===== src/rtl/led_pwm_pkg.sv =====
// Package: shared defaults and helpers for the PWM bank.
// Assumes duty and ramp share one width; the ramp period is 2**DUTY_W ticks.
package led_pwm_pkg;
    localparam int CH_N_DEF       = 18;
    localparam int DUTY_W_DEF     = 8;
    localparam int SYNC_DEPTH_DEF = 2;

    // Why a channel output is currently off (used for readability in gating).
    typedef enum logic [1:0] {
        GATE_OPEN    = 2'd0,
        GATE_CHAN    = 2'd1,
        GATE_SOFT    = 2'd2,
        GATE_PIN     = 2'd3
    } gate_reason_e;

    // Classify the gating state of one channel, highest-level cause first.
    function automatic gate_reason_e gate_reason(input logic pin_run,
                                                 input logic soft_run,
                                                 input logic chan_en);
        if (!pin_run)       return GATE_PIN;
        else if (!soft_run) return GATE_SOFT;
        else if (!chan_en)  return GATE_CHAN;
        else                return GATE_OPEN;
    endfunction
endpackage


===== src/rtl/pwm_ramp_counter.sv =====
// Shared ramp counter: advances on tick_en, wraps at its maximum and flags
// the wrap clock so channels can load new duty values.
// Assumes a synchronous active-low reset; the ramp restarts at 0.
module pwm_ramp_counter #(
    parameter int W = 8
) (
    input  logic         clk,
    input  logic         rst_n,
    input  logic         tick_en,
    output logic [W-1:0] cnt_o,
    output logic         wrap_o
);
    localparam logic [W-1:0] CNT_MAX = {W{1'b1}};

    logic [W-1:0] cnt_q;

    // Wrap strobe: the tick that takes the ramp from maximum back to zero.
    always_comb begin
        wrap_o = tick_en && (cnt_q == CNT_MAX);
    end

    // Ramp register: step on tick, natural modulo wrap.
    always_ff @(posedge clk) begin
        if (!rst_n) begin
            cnt_q <= '0;
        end else if (tick_en) begin
            cnt_q <= cnt_q + 1'b1;
        end
    end

    assign cnt_o = cnt_q;
endmodule


===== src/rtl/sd_pin_sync.sv =====
// Synchronizer for the asynchronous active-low shutdown pin.
// Resets to the "shut down" value so outputs stay off right after reset.
// Assumes STAGES >= 2.
module sd_pin_sync #(
    parameter int STAGES = 2
) (
    input  logic clk,
    input  logic rst_n,
    input  logic pin_n_i,
    output logic run_o
);
    logic [STAGES-1:0] sync_q;

    // Flop chain: sample the pin into the first stage, shift toward the last.
    always_ff @(posedge clk) begin
        if (!rst_n) begin
            sync_q <= '0;
        end else begin
            sync_q <= {sync_q[STAGES-2:0], pin_n_i};
        end
    end

    assign run_o = sync_q[STAGES-1];
endmodule


===== src/rtl/pwm_channel_slice.sv =====
// One PWM channel: holds the active duty copy, loaded only at the ramp
// wrap, and compares it against the shared ramp. The output is gated by the
// channel enable and the combined run condition.
// Assumes cnt_i and load_i come from the shared ramp counter.
module pwm_channel_slice #(
    parameter int W = 8
) (
    input  logic         clk,
    input  logic         rst_n,
    input  logic         load_i,
    input  logic [W-1:0] duty_i,
    input  logic [W-1:0] cnt_i,
    input  logic         en_i,
    input  logic         pin_run_i,
    input  logic         soft_run_i,
    output logic [W-1:0] duty_act_o,
    output logic         drive_o
);
    import led_pwm_pkg::*;

    logic [W-1:0]  duty_act_q;
    logic          cmp_hi;
    gate_reason_e  reason;

    // Active duty copy: take the pending byte only on the wrap tick.
    always_ff @(posedge clk) begin
        if (!rst_n) begin
            duty_act_q <= '0;
        end else if (load_i) begin
            duty_act_q <= duty_i;
        end
    end

    // Compare stage: high while the ramp sits below the active duty.
    always_comb begin
        cmp_hi = (cnt_i < duty_act_q);
    end

    // Output gate: only an open gate lets the compare result through.
    always_comb begin
        reason  = gate_reason(pin_run_i, soft_run_i, en_i);
        drive_o = (reason == GATE_OPEN) && cmp_hi;
    end

    assign duty_act_o = duty_act_q;
endmodule


===== src/rtl/led_pwm_bank.sv =====
// Top of the multichannel PWM bank: one shared ramp, one shutdown pin
// synchronizer and CH_N channel slices built by generate.
// Assumes duty_i is packed with channel i at bits [DUTY_W*i +: DUTY_W].
module led_pwm_bank #(
    parameter int CH_N       = led_pwm_pkg::CH_N_DEF,
    parameter int DUTY_W     = led_pwm_pkg::DUTY_W_DEF,
    parameter int SYNC_DEPTH = led_pwm_pkg::SYNC_DEPTH_DEF
) (
    input  logic                   clk,
    input  logic                   rst_n,
    input  logic                   tick_en,
    input  logic [CH_N*DUTY_W-1:0] duty_i,
    input  logic [CH_N-1:0]        chan_en_i,
    input  logic                   soft_run_i,
    input  logic                   hw_sd_n_i,
    output logic [CH_N-1:0]        drive_o
);
    localparam int BUS_W = CH_N * DUTY_W;

    logic [DUTY_W-1:0] ramp;
    logic              wrap;
    logic              pin_run;
    logic [BUS_W-1:0]  duty_act;

    pwm_ramp_counter #(
        .W (DUTY_W)
    ) i_ramp (
        .clk     (clk),
        .rst_n   (rst_n),
        .tick_en (tick_en),
        .cnt_o   (ramp),
        .wrap_o  (wrap)
    );

    sd_pin_sync #(
        .STAGES (SYNC_DEPTH)
    ) i_sync (
        .clk     (clk),
        .rst_n   (rst_n),
        .pin_n_i (hw_sd_n_i),
        .run_o   (pin_run)
    );

    for (genvar g = 0; g < CH_N; g++) begin : g_ch
        pwm_channel_slice #(
            .W (DUTY_W)
        ) i_slice (
            .clk        (clk),
            .rst_n      (rst_n),
            .load_i     (wrap),
            .duty_i     (duty_i[g*DUTY_W +: DUTY_W]),
            .cnt_i      (ramp),
            .en_i       (chan_en_i[g]),
            .pin_run_i  (pin_run),
            .soft_run_i (soft_run_i),
            .duty_act_o (duty_act[g*DUTY_W +: DUTY_W]),
            .drive_o    (drive_o[g])
        );
    end
endmodule


===== config.mk =====
export PLATFORM = sky130hd
export DESIGN_NAME = led_pwm_bank
export DESIGN_NICKNAME = d
export VERILOG_FILES = /design/src/rtl/led_pwm_pkg.sv /design/src/rtl/pwm_ramp_counter.sv /design/src/rtl/sd_pin_sync.sv /design/src/rtl/pwm_channel_slice.sv /design/src/rtl/led_pwm_bank.sv
export SDC_FILE = /design/constraint.sdc
export NUM_CORES = 1
export LEC_CHECK = 0
export BUFFER_PORTS_ARGS = -buffer_cell sky130_fd_sc_hd__buf_4
export CORE_UTILIZATION = 56
export DETAILED_ROUTE_END_ITERATION = 10
export PLACE_DENSITY = 0.89
export SLEW_MARGIN = 20
export SYNTH_ARGS = -nofsm -noshare
export SYNTH_HDL_FRONTEND = slang
export SYNTH_HIERARCHICAL = 1
export SYNTH_SLANG_ARGS = --single-unit

===== constraint.sdc =====
create_clock -name clk -period 7.54 [get_ports clk]
set_input_delay 0.754 -clock clk [delete_from_list [all_inputs] [get_ports clk]]
set_output_delay 0.754 -clock clk [all_outputs]
set_load 0.03 [all_outputs]

==> metrics.md <==
| Metric | Value |
|---|---|
| IO buf count | 184 |
| Global Route Usage Sum | roughly a quarter |
| Crit. End Element | register |
| IO Count | 185 |
| CP max FO | 64 |
| Reg-to-Reg Start | i_ramp/cnt_o[0] |
| # clock sinks | between 150 and 200 |
| Bufs on Longest Clock Path | 2 |
| CTS Root Buffer Type | clkbuf_16 |
| Cell-by-cell trace of the critical path | ha_1, nand3_1, nor2_1, and3_4, buf_4, mux2i_1, nor2b_1 |
| Met2 Wirelength | roughly 11000 um |
| Final wirelength | ~22000 um |
| Mapped Area | slightly above 9000 um2 |
| Worst-Margin Slew | 1.12 ns |
| First-pass GRT wire length | about 34000 um |
| Clock slew at reported path FFs | ~0.06 ns |
| Starting DRT DRC Count | 326 |
| Final Hold Fails | 0 |
| CP Launch Type | register |
| HPWL Detailed | ~15000 um |
| Sequential element share of the synthesized area | 33.4% |
| Final period utilization | between 40 and 50% |
| Hold_buf cts | 0 |
| Width of the die | between 100 and 150 um |
| Most frequent cells after synthesis | 163 x nor2b_1, 154 x dfxtp_1, 147 x mux2i_1, 127 x ha_1, 127 x inv_1 |
| Pin count of the biggest net entering global routing | 80 |
| Setup CP Type | register to register |
| Max Clock Freq | 276 MHz |
| Grt ovf | 0 |
| CTS tree | built |
| NumNets Final | around 1400 |
| PostCTS Resize Cnt | 0 |
| Hold Path Origin | i_sync/sync_q[0] |
| Worst skew pair latency | 0.43 ns |
| WL met1 | between 9000 and 10000 um |
| Initial antenna violation count | 0 |
| Post-synth EDFFs | 0 |
| Worst vdd ir | approximately 0.16 mV |
| Hold endpoint | i_sync/sync_q[1] |
| Vias in the first global route | ~7300 |
| Setup-failing EPs final | 0 |
| R2r worst-path depth | 7 |
| Slew headroom | 25.5% |
| Die height | roughly 130 um |
| Hold path depth | 1 |
| WL/cell | approximately 16 um |
| Outcome | completed |
| CP peak stage delay | between 1 and 1.5 ns |
| Max-Cap Viols | 0 |
| R2R Setup Slk | approximately 3.9 ns |
| H-tree Lvls | 4 |
| Synth Flop Type | dfxtp_1 |
| WP data required | between 7 and 8 ns |
| Gpl congestion | between 0.7 and 0.8 |
| Synth-to-layout area growth | 22.7% |
| Syn Inst Count | about 960 |
| Lkg Pwr | between 4 and 5 nW |
| Cts bufs inserted | 17 |
| Slew Viols, Final | 0 |
| Mean Syn Cell Area | 9.60 um2 |
| Setup WS post-layout | ~4 ns |
| Post-CTS setup repair buffer count | 0 |
| RSZ-0062 raised after global routing | false |
| Top cell type's share of synthesized area | 33.4% |
| ANT cells | 0 |
| Dpl ws | approximately 4.0 ns |
| Warnings from Yosys | 6 |
| Async SR Flop Fraction | 0% |
| Worst Hold Class | register to register |
| Crit path DAT | around 3.9 ns |
| Seq cells post-synth | approximately 150 |
| Slowest cell on the critical path | dfxtp_1 |
| Setup_tns | 0 ns |
| Vias per inst | roughly 5.3 |
| Max Used Layer | met4 |
| Unique masters post-synth | 26 |
| Met3 Routed Length | 1150 um |
| Final Skew | 0.0102 ns |
| Residual DRC | 0 |
| Synthesized net count | between 1000 and 1500 |
| Top-count cell post-synth | nor2b_1 |
| Fraction of layout cells with a size suffix above 1 | 20.9% |
| Starting Density | between 50% and 60% |
| Tmin final | approximately 3.6 ns |
| ANT nets after route | 0 |
| Routed vias | ~7300 |
| Power per cell area | between 150 and 200 nW/um2 |
| Die footprint | between 15000 and 20000 um2 |
| Cell taking the most area after synthesis | dfxtp_1 |
| Core area | between 15000 and 20000 um2 |
| Std-Cell Rows | 46 |
| Synth area leaders | dfxtp_1 33%, ha_1 17%, mux2i_1 16%, nor2b_1 11%, inv_1 5.2% |
| Reg2Reg Capture Point | g_ch[14].i_slice/duty_act_o[3] |
| First drt pass iteration count | 4 |
-- logic make-up (layout without fill, tap and decap cells) --
group	after synthesis	in the layout	share of synthesized area [%]
XOR/XNOR	4	4	0.380
multiplexers	147	147	15.9
AND/OR/NAND/NOR	273	273	17.6
buffers and inverters	146	353	7.45
adder cells (fa/ha/maj)	127	127	17.2
AO/OA/AOI/OAI	110	110	7.95
flip-flops	154	154	33.4
-- how the worst max path moves through the flow --
stage	from	to	slack (ns)	cells past startpoint
5_1_grt	i_ramp/cnt_o[0]	g_ch[14].i_slice/duty_act_o[3]	3.73	7
2_1_floorplan	i_ramp/cnt_o[2]	drive_o[0]	4.91	4
3_5_place_dp	i_ramp/cnt_o[0]	g_ch[14].i_slice/duty_act_o[3]	3.97	7
6_report	i_ramp/cnt_o[0]	g_ch[14].i_slice/duty_act_o[3]	3.92	7
4_1_cts	i_ramp/cnt_o[0]	g_ch[14].i_slice/duty_act_o[3]	3.96	7
3_3_place_gp	i_ramp/cnt_o[0]	g_ch[1].i_slice/duty_act_o[4]	4.07	7
-- placed cells by master (no fill, tap or decap), drive strengths merged --
| cell type | synthesis | layout |
|---|---|---|
| and4b | 18 | 18 |
| xor2 | 1 | 1 |
| a21boi | 1 | 1 |
| nor3 | 1 | 1 |
| a21oi | 18 | 18 |
| o21ai | 55 | 55 |
| clkinv | 0 | 4 |
| xnor2 | 3 | 3 |
| buf | 19 | 194 |
| nand2b | 1 | 1 |
| nor2 | 37 | 37 |
| dfxtp | 154 | 154 |
| and2 | 6 | 6 |
| or3 | 1 | 1 |
| nand2 | 23 | 23 |
| clkinvlp | 0 | 6 |
| and3 | 1 | 1 |
| a211oi | 36 | 36 |
| nand4 | 20 | 20 |
| inv | 127 | 127 |
| bufinv | 0 | 2 |
| mux2i | 147 | 147 |
| nand3 | 2 | 2 |
| clkbuf | 0 | 20 |
| nor2b | 163 | 163 |
| ha | 127 | 127 |
-- power by group --
group,leakage (nW),internal (W),switching [W]
sequential,1.24,0.000815,0.00000758
combinational,2.84,0.0000907,0.0000543
clock,0.264,0.000493,0.000342
total,4.34,0.00140,0.000404
-- flip-flops by register name, summed over array words and instances (netlist names) --
name	count
g_ch.i_slice/duty_act_o	144
i_ramp/cnt_o	8
i_sync/sync_q	2
-- critical path, delay by kind of cell (launching register included) --
family        cells  cell delay, ns
flops             1            1.06
fa+ha+maj         1            0.34
simple gates      4            0.84
mux               1            0.34
buf+inv           1            0.88
-- area by class of cell --
type,instances,area [um2]
Multi-Input combinational cell,661,5460
Fill cell,1219,4680
Sequential cell,154,3080
Timing Repair Buffer,194,1460
Inverter,127,477
Clock buffer,20,447
Tap cell,216,270
Clock inverter,12,125
-- metal layers --
layer / up-vias / GRT usage [%]
met5: - / 0
met4: 0 / 11.2
met3: 36 / 5.04
met2: 200 / 47.2
met1: 3414 / 30.7
li1: 3660 / -
-- metrics by stage --
| stage | cell area, um2 | power (W) | utilization [%] | cells | hold slack (ns) |
|---|---|---|---|---|---|
| finish | 11300 | 0.00180 | 70.7 | 1384 | 0.434 |
| global placement | 10700 | 0.000983 | 67.2 | 1352 | 0.422 |
| floorplan | 9230 | 0.000889 | - | 961 | 0.412 |
| CTS | 11300 | 0.00181 | 70.7 | 1384 | 0.435 |
| detailed placement | 10700 | 0.000985 | 67.2 | 1352 | 0.420 |
| global route | 11300 | 0.00187 | 70.7 | 1384 | 0.466 |
No activity file was read; power rests on OpenSTA's default activity.
